### config.mk
export PLATFORM = sky130hd
export DESIGN_NAME = dr_wave_pipe
export DESIGN_NICKNAME = d
export VERILOG_FILES = /design/src/rtl/dr_pkg.sv /design/src/rtl/dr_detect.sv /design/src/rtl/dr_stage.sv /design/src/rtl/dr_wave_pipe.sv
export SDC_FILE = /design/constraint.sdc
export NUM_CORES = 1
export LEC_CHECK = 0
export BUFFER_PORTS_ARGS = -buffer_cell sky130_fd_sc_hd__buf_2
export CAP_MARGIN = 0
export CORE_AREA = 2 2 86 88
export CTS_CLUSTER_DIAMETER = 50
export DETAILED_ROUTE_END_ITERATION = 10
export DIE_AREA = 0 0 88 90
export HOLD_SLACK_MARGIN = 0.08
export PLACE_DENSITY = 0.53
export SLEW_MARGIN = 20
export SYNTH_ARGS = -nofsm -noshare
export SYNTH_HDL_FRONTEND = slang
export SYNTH_SLANG_ARGS = --single-unit
### constraint.sdc
create_clock -name clk -period 2.73 [get_ports clk]
set_input_delay 0.273 -clock clk [delete_from_list [all_inputs] [get_ports clk]]
set_output_delay 0.273 -clock clk [all_outputs]
set_load 0.01 [all_outputs]
### src/rtl/dr_pkg.sv
package dr_pkg;

    // Completion state of one stage.
    typedef enum logic {
        ST_NULL = 1'b0,
        ST_DATA = 1'b1
    } wave_t;

    // Transition taken by a stage on a clock edge.
    typedef enum logic [1:0] {
        STEP_HOLD  = 2'd0,
        STEP_FILL  = 2'd1,
        STEP_DRAIN = 2'd2
    } step_t;

endpackage

### src/rtl/dr_detect.sv
module dr_detect #(
    parameter int WIDTH = 8
) (
    input  logic [WIDTH-1:0] rail_t,
    input  logic [WIDTH-1:0] rail_f,
    output logic             is_data,
    output logic             is_null,
    output logic             has_bad
);

    logic [WIDTH-1:0] pair_valid;
    logic [WIDTH-1:0] pair_empty;
    logic [WIDTH-1:0] pair_bad;

    for (genvar b = 0; b < WIDTH; b++) begin : g_pair
        assign pair_valid[b] = rail_t[b] ^ rail_f[b];
        assign pair_empty[b] = ~(rail_t[b] | rail_f[b]);
        assign pair_bad[b]   = rail_t[b] & rail_f[b];
    end

    assign is_data = &pair_valid;
    assign is_null = &pair_empty;
    assign has_bad = |pair_bad;

endmodule

### src/rtl/dr_stage.sv
module dr_stage
    import dr_pkg::*;
#(
    parameter int WIDTH = 8
) (
    input  logic             clk,
    input  logic             rst_n,
    input  logic [WIDTH-1:0] src_t,
    input  logic [WIDTH-1:0] src_f,
    input  logic             succ_rfd,
    output logic [WIDTH-1:0] hold_t,
    output logic [WIDTH-1:0] hold_f,
    output logic             complete
);

    logic  src_data;
    logic  src_null;
    logic  src_bad;
    wave_t state_q;
    wave_t state_d;
    step_t step;

    dr_detect #(.WIDTH(WIDTH)) u_det (
        .rail_t  (src_t),
        .rail_f  (src_f),
        .is_data (src_data),
        .is_null (src_null),
        .has_bad (src_bad)
    );

    // Next-state and transition selection.
    always_comb begin
        state_d = state_q;
        step    = STEP_HOLD;
        unique case (state_q)
            ST_NULL: begin
                if (succ_rfd && src_data) begin
                    state_d = ST_DATA;
                    step    = STEP_FILL;
                end
            end
            ST_DATA: begin
                if (!succ_rfd && src_null) begin
                    state_d = ST_NULL;
                    step    = STEP_DRAIN;
                end
            end
            default: begin
                state_d = ST_NULL;
                step    = STEP_DRAIN;
            end
        endcase
    end

    // State register.
    always_ff @(posedge clk or negedge rst_n) begin
        if (!rst_n) state_q <= ST_NULL;
        else        state_q <= state_d;
    end

    // Word register, written according to the chosen transition.
    always_ff @(posedge clk or negedge rst_n) begin
        if (!rst_n) begin
            hold_t <= '0;
            hold_f <= '0;
        end else begin
            unique case (step)
                STEP_FILL: begin
                    hold_t <= src_t;
                    hold_f <= src_f;
                end
                STEP_DRAIN: begin
                    hold_t <= '0;
                    hold_f <= '0;
                end
                default: ;
            endcase
        end
    end

    assign complete = (state_q == ST_DATA);

    assert_no_bad_pair_R2: assert property (@(posedge clk) disable iff (!rst_n)
        (hold_t & hold_f) == '0);

    assert_bad_not_taken_R2: assert property (@(posedge clk) disable iff (!rst_n)
        src_bad |=> $stable(state_q));

    assert_state_matches_word_R4: assert property (@(posedge clk) disable iff (!rst_n)
        (state_q == ST_DATA) ? ((hold_t ^ hold_f) == '1) : ((hold_t | hold_f) == '0));

    assert_fill_on_request_R5: assert property (@(posedge clk) disable iff (!rst_n)
        (state_q == ST_DATA && $past(state_q) == ST_NULL) |-> $past(succ_rfd));

    assert_drain_on_request_R5: assert property (@(posedge clk) disable iff (!rst_n)
        (state_q == ST_NULL && $past(state_q) == ST_DATA) |-> !$past(succ_rfd));

    assert_mixed_hold_R6: assert property (@(posedge clk) disable iff (!rst_n)
        (!src_data && !src_null) |=> ($stable(state_q) && $stable(hold_t) && $stable(hold_f)));

endmodule

### src/rtl/dr_wave_pipe.sv
module dr_wave_pipe
    import dr_pkg::*;
#(
    parameter int STAGES = 3,
    parameter int WIDTH  = 8
) (
    input  logic             clk,
    input  logic             rst_n,
    input  logic [WIDTH-1:0] in_t,
    input  logic [WIDTH-1:0] in_f,
    output logic             in_rfd,
    output logic [WIDTH-1:0] out_t,
    output logic [WIDTH-1:0] out_f,
    input  logic             out_rfd,
    output logic             rail_fault
);

    localparam int LAST = STAGES - 1;

    logic [WIDTH-1:0] link_t [STAGES+1];
    logic [WIDTH-1:0] link_f [STAGES+1];
    logic [STAGES-1:0] done;
    logic [STAGES-1:0] rfd;
    logic in_data;
    logic in_null;

    assign link_t[0] = in_t;
    assign link_f[0] = in_f;

    dr_detect #(.WIDTH(WIDTH)) u_in_det (
        .rail_t  (in_t),
        .rail_f  (in_f),
        .is_data (in_data),
        .is_null (in_null),
        .has_bad (rail_fault)
    );

    for (genvar i = 0; i < STAGES; i++) begin : g_stage
        if (i == LAST) begin : g_tail
            assign rfd[i] = out_rfd;
        end else begin : g_inner
            assign rfd[i] = ~done[i+1];
        end

        dr_stage #(.WIDTH(WIDTH)) u_stage (
            .clk      (clk),
            .rst_n    (rst_n),
            .src_t    (link_t[i]),
            .src_f    (link_f[i]),
            .succ_rfd (rfd[i]),
            .hold_t   (link_t[i+1]),
            .hold_f   (link_f[i+1]),
            .complete (done[i])
        );
    end

    assign in_rfd = ~done[0];
    assign out_t  = link_t[STAGES];
    assign out_f  = link_f[STAGES];

    assert_fault_no_accept_R2: assert property (@(posedge clk) disable iff (!rst_n)
        rail_fault |=> $stable(in_rfd));

    assert_out_hold_data_R7: assert property (@(posedge clk) disable iff (!rst_n)
        (done[LAST] && out_rfd) |=> ($stable(out_t) && $stable(out_f)));

    assert_out_hold_null_R7: assert property (@(posedge clk) disable iff (!rst_n)
        (!done[LAST] && !out_rfd) |=> ((out_t | out_f) == '0));

    assert_rfd_fall_after_data_R9: assert property (@(posedge clk) disable iff (!rst_n)
        $fell(in_rfd) |-> $past(in_data));

    assert_rfd_rise_after_null_R9: assert property (@(posedge clk) disable iff (!rst_n)
        $rose(in_rfd) |-> $past(in_null));

endmodule

==> out/metrics.cfg <==
[setup_path]
cp_max_fo=32
end_kind=flop
reg2reg_depth=7
crit_path_start_kind=flop
path_class=flop to flop
arrival_ns=2.34
required_ns=2.93
ff2ff_setup_slack_ns=0.59

[die]
rows=31
die_h_um=90
dieArea_um2=7920
initial_core_util_pct=38.4
core_um2=7020
chipWidth_um=88
pin_count=37

[route]
vias_per_cell=4.68
drc_errors=0
wirelength_um=4830
ant_nets=0
wl_per_cell_um=11.8
drt_iter0_markers=81
vias=1918
dr.pass1.iters=4

[final_layout]
seq_area_um2=1280
nFillCells=731
layout.nets=366
num_antenna_cells=0
multi_input_area_um2=1170
areaGrowthSynthToFinish_pct=13.1
finalInstanceArea_um2=3050
drive_above_1_share_pct=15.4
final_cells=410

[grt]
use_met3_pct=3.03
grt_use_total_pct=13.3
grt_pass1_vias=1886
grtUsageMet1_pct=17.3
use_met2_pct=22.0
grt_pass1_wl_um=8390
grt-ovfl-total=0
grt_start_max_net_pins=40
top_usage_layer=met2
antenna_found_initial=0

[clock_tree]
cts_setup_buffers=0
h-tree-depth=2
cts_tree=done
hold_buffers=0
numCtsBuffers=5
cts.sinks=51
cts_resized=0
clk_pin_slew_ns=0.09
clk_path_buf_depth=2
clock_latency_ns=0.30
clockRootBuffer=clkbuf_8

[timing]
slew_violations=0
slew_headroom_pct=41.5
min_period_over_period_pct=78.5
fin_skew_ns=0.00520
rsz0062_at_grt=false
tns_ns=0
fmax_mhz=467
finalSetupViolations=0
worst_slew_pin_slew_ns=0.878
hold_violations=0
setup_ws_ns=0.588
period_minus_slack_ns=2.14

[power_and_ir_drop]
p_leak_nw=1.47
ir_drop_uv=189
power_density_nw_per_um2=399
p_total_mw=1.22

[placed_design]
routabilityCongestion=0.671
placed_cell_area_um2=2980
pre_cts_slack_ns=0.567
portBuffers=36
hpwl_um=3710
dp.cells=404

[synthesis]
netlist_instances=279
yosysUniqueCellTypes=18
synth_nets=333
avgSynthCellArea_um2=9.67
synthDominantCellAreaShare_pct=47.3
ys_ff_latch=51
synth_warnings=0
synth_area_leaders=dfrtp_1 (47%), ha_1 (16%), o31ai_1 (13%)
synth_area_leader_cell=dfrtp_1
syn_area_um2=2700
synth_seq_area_share_pct=47.3

[outcome]
status=completed

[hold_path]
min_path_type=primary input to asynchronous set/reset pin

[job]
maxCapViolations=0

==> cells in the final DEF (no fill, tap or decap) <==
master / synthesis / layout
and4_1: 1 / 1
and4b_1: 1 / 1
buf_2: 3 / 36
buf_4: 0 / 5
clkbuf_1: 12 / 1
clkbuf_8: 0 / 5
dfrtp_1: 51 / 51
ha_1: 35 / 35
inv_1: 51 / 51
nand2_1: 53 / 53
nand3_1: 3 / 3
nand4_1: 6 / 6
nand4b_1: 2 / 2
nor3_1: 3 / 3
nor4_1: 5 / 5
o21ai_0: 1 / 1
o21ai_1: 2 / 2
o31ai_1: 48 / 48
or3_4: 1 / 1
or4_4: 1 / 1
==> power breakdown <==
| part | switching, mW | leakage, nW | internal [mW] |
|---|---|---|---|
| Combinational | 0.0377 | 0.720 | 0.0226 |
| Clock | 0.232 | 0.0371 | 0.172 |
| Sequential | 0.0000000000000000882 | 0.708 | 0.755 |
==> cell families after synthesis <==
family | synth area share, %
simple gates | 13.2
buf+inv | 9.32
compound gates | 13.9
flops | 47.3
fa+ha+maj | 16.2
==> synthesized netlist by cell type, drive strengths merged <==
| library cell | number |
|---|---|
| nand2 | 53 |
| dfrtp | 51 |
| inv | 51 |
| o31ai | 48 |
| ha | 35 |
| clkbuf | 12 |
| nand4 | 6 |
| nor4 | 5 |
| buf | 3 |
| nand3 | 3 |
| nor3 | 3 |
| o21ai | 3 |
| nand4b | 2 |
| and4 | 1 |
| and4b | 1 |
| or3 | 1 |
| or4 | 1 |
==> cell type report <==
cell class / count / share of cell area [%]
Multi-Input combinational cell: 162 / 38.3
Sequential cell: 51 / 41.8
Clock buffer: 6 / 2.38
Inverter: 51 / 6.27
Timing Repair Buffer: 41 / 7.13
Tap cell: 99 / 4.06
==> stage by stage <==
step	utilization, %	hold slack (ns)
floorplan	-	-0.0226
global placement	42.4	0.457
detailed placement	42.4	0.458
CTS	43.5	0.125
global route	43.5	0.168
finish	43.5	0.0788
==> critical path, cell delays in order (launching register included) <==
cell and delay [ns]:
dfrtp_1 0.37, inv_1 0.07, ha_1 0.27, nand4_1 0.08, or4_4 0.49, ha_1 0.30, buf_4 0.23, o31ai_1 0.23
==> state kept, by name, indices dropped and copies added (netlist names) <==
name / flops
g_stage.u_stage.complete: 3
g_stage.u_stage.hold_f: 24
g_stage.u_stage.hold_t: 24
==> routing by layer <==
metal	routed length [um]	share of wire, %
met1	2460	51
met2	2120	44
met3	183	3.8
met4	60	1.2
met5	0	0
==> final timing paths <==
check | from | to
min reg2reg | g_stage[2].u_stage.hold_t[6] | g_stage[2].u_stage.hold_t[6]
max | g_stage[0].u_stage.hold_t[2] | g_stage[1].u_stage.hold_t[5]
min | rst_n | g_stage[2].u_stage.hold_t[5]
max reg2reg | g_stage[0].u_stage.hold_t[2] | g_stage[1].u_stage.hold_t[5]
max in group asynchronous | rst_n | g_stage[2].u_stage.hold_t[1]
min in group clk | in_t[3] | g_stage[0].u_stage.hold_t[3]
Note: power is estimated with default switching activity, not from simulation.
